`config.mk`:
```
export PLATFORM = sky130hd
export DESIGN_NAME = mem_bank_decoder
export DESIGN_NICKNAME = d
export VERILOG_FILES = /design/src/rtl/mem_bank_decoder.sv
export SDC_FILE = /design/constraint.sdc
export NUM_CORES = 1
export LEC_CHECK = 0
export CAP_MARGIN = 25
export CORE_MARGIN = 2
export CORE_UTILIZATION = 43
export DETAILED_ROUTE_END_ITERATION = 10
export HOLD_SLACK_MARGIN = 0.06
export PLACE_DENSITY_LB_ADDON = 0.05
export SETUP_SLACK_MARGIN = 0.3
export SLEW_MARGIN = 20
export SYNTH_ARGS = -nofsm -noshare
export SYNTH_HDL_FRONTEND = slang
export SYNTH_SLANG_ARGS = --single-unit
```
`constraint.sdc`:
```
create_clock -name clk -period 1.5 [get_ports clk]
set_input_delay 0.3 -clock clk [delete_from_list [all_inputs] [get_ports clk]]
set_output_delay 0.3 -clock clk [all_outputs]
set_load 0.05 [all_outputs]
```
`src/rtl/mem_bank_decoder.sv`:
```
module mem_bank_decoder #(
  parameter int ADDR_W    = 32,
  parameter int EXT_W     = 27,
  parameter int NUM_BANKS = 8,
  parameter int LANES     = 4
) (
  input  logic                 clk,
  input  logic                 rst_n,
  input  logic                 req_valid,
  input  logic [ADDR_W-1:0]    req_addr,
  input  logic [1:0]           req_size,
  input  logic                 req_write,
  output logic [NUM_BANKS-1:0] bank_cs_n,
  output logic [LANES-1:0]     lane_we_n,
  output logic [EXT_W-1:0]     ext_addr,
  output logic                 fault
);
  localparam int BANK_W = $clog2(NUM_BANKS);
  localparam int OFF_W  = $clog2(LANES);
  localparam int TOP_LO = EXT_W + BANK_W;
  localparam logic [1:0] SZ_BYTE = 2'd0;
  localparam logic [1:0] SZ_HALF = 2'd1;
  localparam logic [1:0] SZ_WORD = 2'd2;

  logic [BANK_W-1:0]    bank_idx;
  logic [OFF_W-1:0]     offset;
  logic                 in_range;
  logic                 misaligned;
  logic                 bad;
  logic [LANES-1:0]     lane_mask;
  logic [NUM_BANKS-1:0] cs_nxt;
  logic [LANES-1:0]     we_nxt;

  assign bank_idx = req_addr[TOP_LO-1:EXT_W];
  assign offset   = req_addr[OFF_W-1:0];
  assign in_range = (req_addr[ADDR_W-1:TOP_LO] == '0);

  always_comb begin
    misaligned = 1'b0;
    lane_mask  = '0;
    unique case (req_size)
      SZ_BYTE: lane_mask = LANES'(1) << offset;
      SZ_HALF: begin
        misaligned = offset[0];
        lane_mask  = LANES'(3) << {offset[OFF_W-1:1], 1'b0};
      end
      SZ_WORD: begin
        misaligned = (offset != '0);
        lane_mask  = '1;
      end
      default: misaligned = 1'b1;
    endcase
  end

  assign bad    = req_valid && (!in_range || misaligned);
  assign cs_nxt = (req_valid && !bad) ? ~(NUM_BANKS'(1) << bank_idx) : '1;
  assign we_nxt = (req_valid && !bad && req_write) ? ~lane_mask : '1;

  always_ff @(posedge clk or negedge rst_n) begin
    if (!rst_n) begin
      bank_cs_n <= '1;
      lane_we_n <= '1;
      ext_addr  <= '0;
      fault     <= 1'b0;
    end else begin
      bank_cs_n <= cs_nxt;
      lane_we_n <= we_nxt;
      fault     <= bad;
      if (req_valid && !bad) ext_addr <= req_addr[EXT_W-1:0];
    end
  end


  cs_onehot_chk: assert property (@(posedge clk) disable iff (!rst_n)
    $onehot0(~bank_cs_n));


  range_fault_chk: assert property (@(posedge clk) disable iff (!rst_n)
    (req_valid && req_addr[ADDR_W-1:TOP_LO] != '0) |=> fault);


  rsvd_size_chk: assert property (@(posedge clk) disable iff (!rst_n)
    (req_valid && req_size == 2'd3) |=> fault);


  fault_quiet_chk: assert property (@(posedge clk) disable iff (!rst_n)
    fault |-> (&bank_cs_n && &lane_we_n));


  read_no_we_chk: assert property (@(posedge clk) disable iff (!rst_n)
    (req_valid && !req_write) |=> &lane_we_n);


  addr_hold_chk: assert property (@(posedge clk) disable iff (!rst_n)
    !req_valid |=> $stable(ext_addr));


  idle_quiet_chk: assert property (@(posedge clk) disable iff (!rst_n)
    !req_valid |=> (&bank_cs_n && !fault));
endmodule

```
==> results.yml <==
min_path:
  hold_class: "in2reg"
  hold_path_depth: 2
  worstHoldStart: "req_addr[0]"
floorplanning:
  die_w_um: 65.7
  die-area_um2: 4320
  ios: 78
  die_h_um: 65.7
  row_count: 22
  start_util: 0.447
  core_area_um2: 3660
timing:
  fin_crit_ns: 1.31
  setup_viol_count_final: 0
  rsz0062_at_grt: "yes"
  tightest_slew_ns: 0.432
  fin_tns_setup_ns: 0
  max_freq_mhz: 764
  clock-skew-final_ns: 0
  finalCritPeriodShare: 0.873
  hold_viol: 0
  drv_slew: 0
  slew_headroom: 0.712
global_route:
  grt_pass1_wl_um: 6870
  grt_util_met2: 0.364
  grt_antenna_before_repair: 0
  grt_usage: 0.220
  use_met3: 0.0668
  grtUsageMet1: 0.260
  grt-ovfl-total: 0
  grt_max_degree: 24
  top_usage_layer: "met2"
  grt_pass1_vias: 1326
logic_synthesis:
  netlist.area_leader.share: 0.428
  ys_top_cells_by_area: "dfrtp_1 43%, dfstp_2 19%, mux2_4 18%"
  synth_mux_area_frac: 0.231
  synthSimpleGateAreaFrac: 0.0817
  netlist.top_cell.by_area: "dfrtp_1"
  seq_area_frac_synth: 0.620
  synth_top_family_by_area: "multiplexers"
  synth_cell_types: 23
  syn_area_um2: 1640
  syn_inst: 102
  syn_area_per_cell_um2: 16.1
  yosysWarnings: 0
  synth_xor_area_frac: 0
  synth_seq_cells: 40
  yosys.area_share.adder: 0
  synth_nets: 140
  synth_compound_area_frac: 0.0428
cts:
  cts_tree: "yes"
  cts_buffer_depth: 2
  numCtsBuffers: 5
  cts_root_buffer: "clkbuf_8"
  htree_levels: 2
  clkSlewWorstSetupHoldPaths_ns: 0.08
  clk_latency_ns: 0.28
  cts_sinks: 40
critical_path:
  rr_worst_depth: 2
  r2r-end: "ext_addr[1]$_DFFE_PN0P_"
  reg2reg_slack_ns: 0.55
  crit_arrival_ns: 1.48
  cp_max_fo: 8
  crit_type: "in2reg"
  cp-endpoint: "ext_addr[23]$_DFFE_PN0P_"
  crit_required_ns: 1.67
  cp-start-kind: "primary input"
  crit_path_start: "req_size[0]"
  end_kind: "flip-flop"
  regToRegStartpoint: "ext_addr[1]$_DFFE_PN0P_"
route:
  via_per_inst: 4.89
  antenna_left: 0
  drt_iter0_drc: 31
  post_drt_wl_per_cell_um: 20.3
  drt-pass1-iter-count: 4
  vias: 1281
  wl_um: 5330
  drc: 0
power:
  pwr-share-comb: 0.480
  finalPower_mw: 4.28
  p_switching_mw: 1.53
  worst_ir_drop_vdd_uv: 894
  pwr-share-seq: 0.348
  p_clk_frac: 0.171
  swShare: 0.357
  p_leak_nw: 1.54
  powerDensity_nw_per_um2: 1290
  p_int_mw: 2.76
layout:
  nNetsFinal: 251
  nFillCells: 131
  final_layout_size_suffix_gt1_frac: 0.584
  final_area_um2: 3310
  diodes: 0
  layout_commonest_cell: "buf_12"
  syn2layout_area_growth_pct: 102
  layout_common_cells: "47 x buf_12, 29 x clkdlybuf4s50_1, 28 x dfrtp_1"
placement:
  portBuffers: 77
  dpl_cell_area_um2: 2960
  gp_congestion: 0.671
  dpl.hpwl_um: 2850
outcome:
  outcome: "completed"
flow_run:
  maxCapViolCount: 0
## power by group through the flow
stage | Clock [mW] | Sequential, mW | Combinational (mW)
after global placement | 0 | 1.49 | 1.89
after detailed placement | 0 | 1.50 | 1.93
after floorplan | 0 | 2.04 | 0.282
final | 0.734 | 1.49 | 2.06
after global routing | 0.770 | 1.51 | 2.12
after CTS | 0.723 | 1.48 | 1.97
## routing by layer
layer	share of wire	up-vias	wire (µm)
li1	-	587	-
met1	0.37	640	1960
met3	0.053	6	281
met5	0	-	0
met4	0.012	0	63
met2	0.57	48	3020
## worst min-delay path by stage
stage,endpoint
CTS,ext_addr[0]$_DFFE_PN0P_
finish,ext_addr[0]$_DFFE_PN0P_
global route,ext_addr[0]$_DFFE_PN0P_
detailed placement,ext_addr[13]$_DFFE_PN0P_
global placement,ext_addr[10]$_DFFE_PN0P_
floorplan,ext_addr[0]$_DFFE_PN0P_
## flip-flops by register name, summed over array words and instances, names as in the netlist
name and cells:
bank_cs_n 8, ext_addr 27, fault 1, lane_we_n 4
## synth_stat cells
cell type,instances
o21a_1,1
or2b_1,1
a21oi_1,2
nor2b_1,3
dfrtp_1,28
nand3b_1,4
o211ai_1,2
inv_1,1
mux2_4,20
dfstp_2,12
a21o_1,1
mux2_2,7
buf_8,2
nand3_1,4
and3_1,1
o211ai_4,1
buf_2,1
nor2_1,5
nor3_2,1
a21oi_2,1
nand4_1,1
nand2_1,2
nand4b_1,1
## what timing repair did
item,4_1_cts,5_1_grt
gates resized for setup,35,1
setup buffers,7,10
hold buffers,1,0
pin swaps,3,1
hold endpoints to repair,17,0
setup endpoints to repair,52,34
cloned,3,0
## logic make-up (layout without fill, tap and decap cells)
| group | count (synthesis) | in the layout |
|---|---|---|
| AOI/OAI and AO/OA | 8 | 8 |
| buffers and inverters | 4 | 116 |
| DFF | 40 | 40 |
| muxes | 27 | 27 |
| and+or+nand+nor | 23 | 23 |
## through the flow
stage / setup WS (ns) / hold WS [ns] / instances / utilization
finish: 0.191 / 0.288 / 262 / 0.904
global route: 0.169 / 0.292 / 262 / 0.904
CTS: 0.212 / 0.274 / 252 / 0.881
detailed placement: -0.445 / 0.258 / 233 / 0.809
global placement: -0.388 / 0.247 / 233 / 0.809
floorplan: 0.221 / 0.00441 / 102 / -
## critical path, stage by stage
cell,delay [ns]
buf_8,0.11
nor3_4,0.22
o211ai_4,0.13
buf_12,0.16
buf_12,0.12
buf_16,0.14
mux2_4,0.30
## final cells by class
cell class / instances / area (µm²) / share of cell area
repair buffers: 107 / 1530 / 0.464
multi-input cells: 58 / 604 / 0.183
flip-flops and latches: 40 / 1020 / 0.307
clock buffers: 8 / 90.1 / 0.0272
inverters: 1 / 3.75 / 0.00113
well taps: 48 / 60.1 / 0.0182
Note: power is estimated with default switching activity, not from simulation.
